$ cat config.mk
export PLATFORM = sky130hd
export DESIGN_NAME = sym5b_rx_framer
export DESIGN_NICKNAME = d
export VERILOG_FILES = /design/src/rtl/sym5b_rx_framer.sv
export SDC_FILE = /design/constraint.sdc
export NUM_CORES = 1
export LEC_CHECK = 0
export BUFFER_PORTS_ARGS = -buffer_cell sky130_fd_sc_hd__buf_2
export CAP_MARGIN = 20
export CORE_MARGIN = 2
export CORE_UTILIZATION = 35
export DETAILED_ROUTE_END_ITERATION = 7
export PLACE_DENSITY_LB_ADDON = 0.25
export RECOVER_POWER = 50
export SYNTH_ARGS = -nofsm -noshare
export SYNTH_HDL_FRONTEND = slang
export SYNTH_SLANG_ARGS = --single-unit
$ cat constraint.sdc
create_clock -name clk -period 3.89 [get_ports clk]
set_input_delay 0.778 -clock clk [delete_from_list [all_inputs] [get_ports clk]]
set_output_delay 0.778 -clock clk [all_outputs]
set_load 0.01 [all_outputs]
$ cat src/rtl/sym5b_rx_framer.sv
module sym5b_rx_framer (
  input  logic       clk,
  input  logic       rst_n,
  input  logic       sym_valid,
  input  logic [4:0] sym_in,
  output logic [3:0] rxd,
  output logic       crs,
  output logic       rx_dv
);
  localparam logic [4:0] C_I = 5'b11111;
  localparam logic [4:0] C_J = 5'b11000;
  localparam logic [4:0] C_K = 5'b10001;
  localparam logic [4:0] C_T = 5'b01101;

  typedef enum logic [1:0] {S_IDLE, S_J, S_DATA, S_T} st_t;
  st_t        st;
  logic [3:0] held;
  logic [3:0] rxd_q;
  logic       dv_q;

  function automatic logic [3:0] dec(input logic [4:0] c);
    case (c)
      5'b11110: dec = 4'h0;
      5'b01001: dec = 4'h1;
      5'b10100: dec = 4'h2;
      5'b10101: dec = 4'h3;
      5'b01010: dec = 4'h4;
      5'b01011: dec = 4'h5;
      5'b01110: dec = 4'h6;
      5'b01111: dec = 4'h7;
      5'b10010: dec = 4'h8;
      5'b10011: dec = 4'h9;
      5'b10110: dec = 4'hA;
      5'b10111: dec = 4'hB;
      5'b11010: dec = 4'hC;
      5'b11011: dec = 4'hD;
      5'b11100: dec = 4'hE;
      5'b11101: dec = 4'hF;
      C_J, C_K: dec = 4'h5;
      default:  dec = 4'h0;
    endcase
  endfunction

  always_ff @(posedge clk or negedge rst_n) begin
    if (!rst_n) begin
      st    <= S_IDLE;
      held  <= 4'h0;
      rxd_q <= 4'h0;
      dv_q  <= 1'b0;
    end else if (sym_valid) begin
      case (st)
        S_IDLE: begin
          rxd_q <= 4'h0;
          dv_q  <= 1'b0;
          if (sym_in == C_J) st <= S_J;
        end
        S_J: begin
          if (sym_in == C_K) begin
            st    <= S_DATA;
            held  <= 4'h5;
            rxd_q <= 4'h5;
            dv_q  <= 1'b1;
          end else begin
            st    <= (sym_in == C_J) ? S_J : S_IDLE;
            rxd_q <= 4'h0;
            dv_q  <= 1'b0;
          end
        end
        S_DATA: begin
          if (sym_in == C_I) begin
            st    <= S_IDLE;
            rxd_q <= 4'h0;
            dv_q  <= 1'b0;
          end else begin
            rxd_q <= held;
            dv_q  <= 1'b1;
            if (sym_in == C_T) st <= S_T;
            else               held <= dec(sym_in);
          end
        end
        default: begin
          st    <= S_IDLE;
          rxd_q <= 4'h0;
          dv_q  <= 1'b0;
        end
      endcase
    end
  end

  assign rxd   = rxd_q;
  assign rx_dv = dv_q;
  assign crs   = dv_q;

  p_quiet_data_r1: assert property (@(posedge clk) disable iff (!rst_n)
    !rx_dv |-> rxd == 4'h0);
  p_start_r2: assert property (@(posedge clk) disable iff (!rst_n)
    sym_valid && st == S_J && sym_in == C_K |=> rx_dv && rxd == 4'h5);
  p_false_carrier_r8: assert property (@(posedge clk) disable iff (!rst_n)
    sym_valid && st == S_J && sym_in != C_K |=> !rx_dv);
  p_idle_abort_r9: assert property (@(posedge clk) disable iff (!rst_n)
    sym_valid && st == S_DATA && sym_in == C_I |=> !rx_dv && !crs);
  p_close_r10: assert property (@(posedge clk) disable iff (!rst_n)
    sym_valid && st == S_T |=> !rx_dv);
  p_hold_r11: assert property (@(posedge clk) disable iff (!rst_n)
    !sym_valid |=> $stable(rxd) && $stable(rx_dv));
endmodule

==> metrics.txt <==
Root Driver=sky130_fd_sc_hd__clkbuf_4; Slew HR=62.1%; sequential fraction of the synthesis area=about a third; final global-route overflow total=0; register bit total from synthesis=11; Worst path max stage delay=around 0.34 ns; sequential cell fraction of total power=between 40% and 50%; Hold Worst Slack=0.467 ns; Die Wd=around 53 µm; total nets after synthesis=110; Worst Hold Class=in -> async; max_cap viols=0; depth of the CTS H-tree=1; hold violation total from the final report=0; via count of the first global-routing pass=around 590; Final TNS setup=0 ns; fin util=a little over two fifths; final cycle utilization of the critical path=53.0%; routing usage on met3=under 10%; Synth warnings=0; post-synthesis instance area=between 800 and 900 µm²; CP Cell Sequence=clkbuf_1, inv_1, ha_1, mux2i_1, o21ai_2, a21oi_4, mux2_1; Final Skew=0.00644 ns; global-route wire length before repair=2570 µm; total buffers and inverters traversed by the critical path=2; internal power consumption=roughly 0.00024 W; final net count=122; CTS tree=built; core region area=around 2300 µm²; largest net degree at the start of global routing=13; met2 usage=about a fifth; leakage power=0.432 nW; Die Ht=approximately 53 µm; later-pin clock latency in the skew report=~0.27 ns; highest-delay cell along the critical path=sky130_fd_sc_hd__mux2_1; unrepaired setup endpoints after global routing=false; start-to-end type of the worst setup path=in -> reg; antenna diode count=0; routability congestion estimate=approximately 0.75; overall power=approximately 0.00037 W; CP Data Required Time=around 4.1 ns; initial antenna violation count=0; die outline area=about 2900 µm²; most used cells in the layout excluding fill and tap cells=sky130_fd_sc_hd__nand2_1 (12), sky130_fd_sc_hd__inv_1 (11), sky130_fd_sc_hd__dfrtp_1 (11), sky130_fd_sc_hd__buf_2 (10), sky130_fd_sc_hd__ha_1 (9); Vias/cell=roughly 5.0; number of DRC markers in iteration 0=4; vias post-DR=about 660; Worst Setup End Kind=flip-flop; input/output buffers=13; Max clock buf depth=2; Stages on worst setup path=7; clock buffer count from CTS=3; result of the run=complete, no violations; synthesized area divided by synthesized cell count=9.20 µm²; Setup Fix Bufs, Post-CTS=0; Routed Antenna Nets=0; number of primary I/O pins=14; Data arrival, critical path=2.22 ns; portion of total power attributed to the clock network=about a fifth; average wire per cell in the routed design=11.5 µm; slew at the pin with the worst max-slew slack=between 0.5 and 0.6 ns; final wirelength=1520 µm; final count of negative-setup-slack endpoints=0; Worst path top cell family by delay=multiplexers; maximum fanout count along the critical path=6; proportion of layout cells with a drive suffix above 1=a little under a fifth; Clk pin slew, worst setup/hold paths=about 0.07 ns; Max Fclk=just under 500 MHz; Top Usage Layer GRT=met2; hpwl dp=~1200 µm; starting density of the core=38.0%; sink count of the clock tree=11; commonest non-fill, non-tap cell in the layout=sky130_fd_sc_hd__nand2_1; Max Slew Vio Count=0; total power density per cell area=395 nW/µm²; part of the power in combinational logic=a little over a third; peak ir drop on the vdd network=about 320 µV; Total GRT Usage=approximately an eighth; area delta synth->final=9.65%; total number of placement rows=17; Net Sw Power=0.000130 W; drt drc=0; Resized cells post-CTS=0; number of distinct standard cells referenced by the synthesized netlist=30; total of hold buffers inserted after clock tree synthesis=0; minimum period implied by the final worst setup slack=2.06 ns; number of optimization iterations in the first detailed-route pass=4; switching part of the total=35.0%; startpoint kind of the worst setup timing path=input port; number of standard cells after synthesis=93; Worst Reg2Reg Path Length in Cells=5; met1 global-route usage=between 10% and 20%
## flip-flops by register name, indices dropped and copies added, names as in the netlist
name  count
held      4
rxd       4
crs       1
st        2
## power groups by stage
stage	registers [W]	logic [W]	clock network (W)
final	0.000163	0.000130	0.0000771
after global routing	0.000168	0.000151	0.0000848
after CTS	0.000164	0.000133	0.0000810
after detailed placement	0.000166	0.000132	0
after global placement	0.000164	0.000130	0
after floorplan	0.000161	0.000103	0
## routing by layer
metal	up-vias	wire [µm]	share of wire [%]
met5	-	0	0
met3	0	41	2.7
li1	345	-	-
met4	0	0	0
met1	308	759	50
met2	8	716	47
## kinds of logic (layout without fill, tap and decap cells)
group	after synthesis	in the layout	share of synthesized area [%]
AO/OA/AOI/OAI	21	21	17.3
adder cells (fa/ha/maj)	9	9	13.2
buffers and inverters	17	28	9.65
flip-flops	11	11	32.2
multiplexers	10	10	12.3
AND/OR/NAND/NOR	25	25	15.5
## worst paths after layout
path	start	end	slack, ns
setup / recovery	sym_in[1]	held[2]$_DFFE_PN0P_	1.83
min in group clk	held[0]$_DFFE_PN0P_	held[0]$_DFFE_PN0P_	0.49
max in group asynchronous	rst_n	crs$_DFFE_PN0P_	3.05
hold / removal	rst_n	rxd[0]$_DFFE_PN0P_	0.47
setup reg to reg	st[0]$_DFFE_PN0P_	held[2]$_DFFE_PN0P_	2.08
hold reg to reg	held[0]$_DFFE_PN0P_	held[0]$_DFFE_PN0P_	0.49
## worst reg2reg max path, cell delays in order, from the launching register on
cell                      delay [ns]
sky130_fd_sc_hd__dfrtp_1        0.42
sky130_fd_sc_hd__inv_1          0.10
sky130_fd_sc_hd__ha_1           0.33
sky130_fd_sc_hd__or2b_1         0.30
sky130_fd_sc_hd__a21oi_4        0.22
sky130_fd_sc_hd__mux2_1         0.34
## Yosys cell counts, drive strengths merged
master / instances / area (µm²)
a21oi: 5 / 36.3
and2: 1 / 6.26
and2b: 1 / 7.51
and4bb: 1 / 12.5
buf: 5 / 36.3
clkbuf: 1 / 5.00
dfrtp: 11 / 275
ha: 9 / 113
inv: 11 / 41.3
mux2: 4 / 45.0
mux2i: 6 / 60.1
nand2: 13 / 51.3
nand2b: 4 / 25.0
nand3: 2 / 10.0
nand4b: 1 / 8.76
nor2: 1 / 3.75
o2111ai: 1 / 8.76
o211a: 1 / 10.0
o211ai: 1 / 7.51
o21a: 1 / 7.51
o21ai: 5 / 28.8
o221ai: 2 / 17.5
o22ai: 5 / 31.3
or2b: 1 / 7.51
## area by class of cell
type / instances / area, µm²
clock buffer: 3 / 22.5
multi-input combinational: 65 / 498
fill: 256 / 1320
clock inverter: 1 / 5.00
inverter: 11 / 41.3
sequential: 11 / 275
timing repair buffer: 13 / 61.3
tap: 28 / 35.0
## through the flow
stage	area, µm²	setup WS (ns)	cells
floorplan	856	1.89	93
global placement	915	1.67	128
detailed placement	915	1.60	128
CTS	942	1.89	132
global route	938	1.70	132
finish	938	1.83	132
No activity file was read; power rests on OpenSTA's default activity.
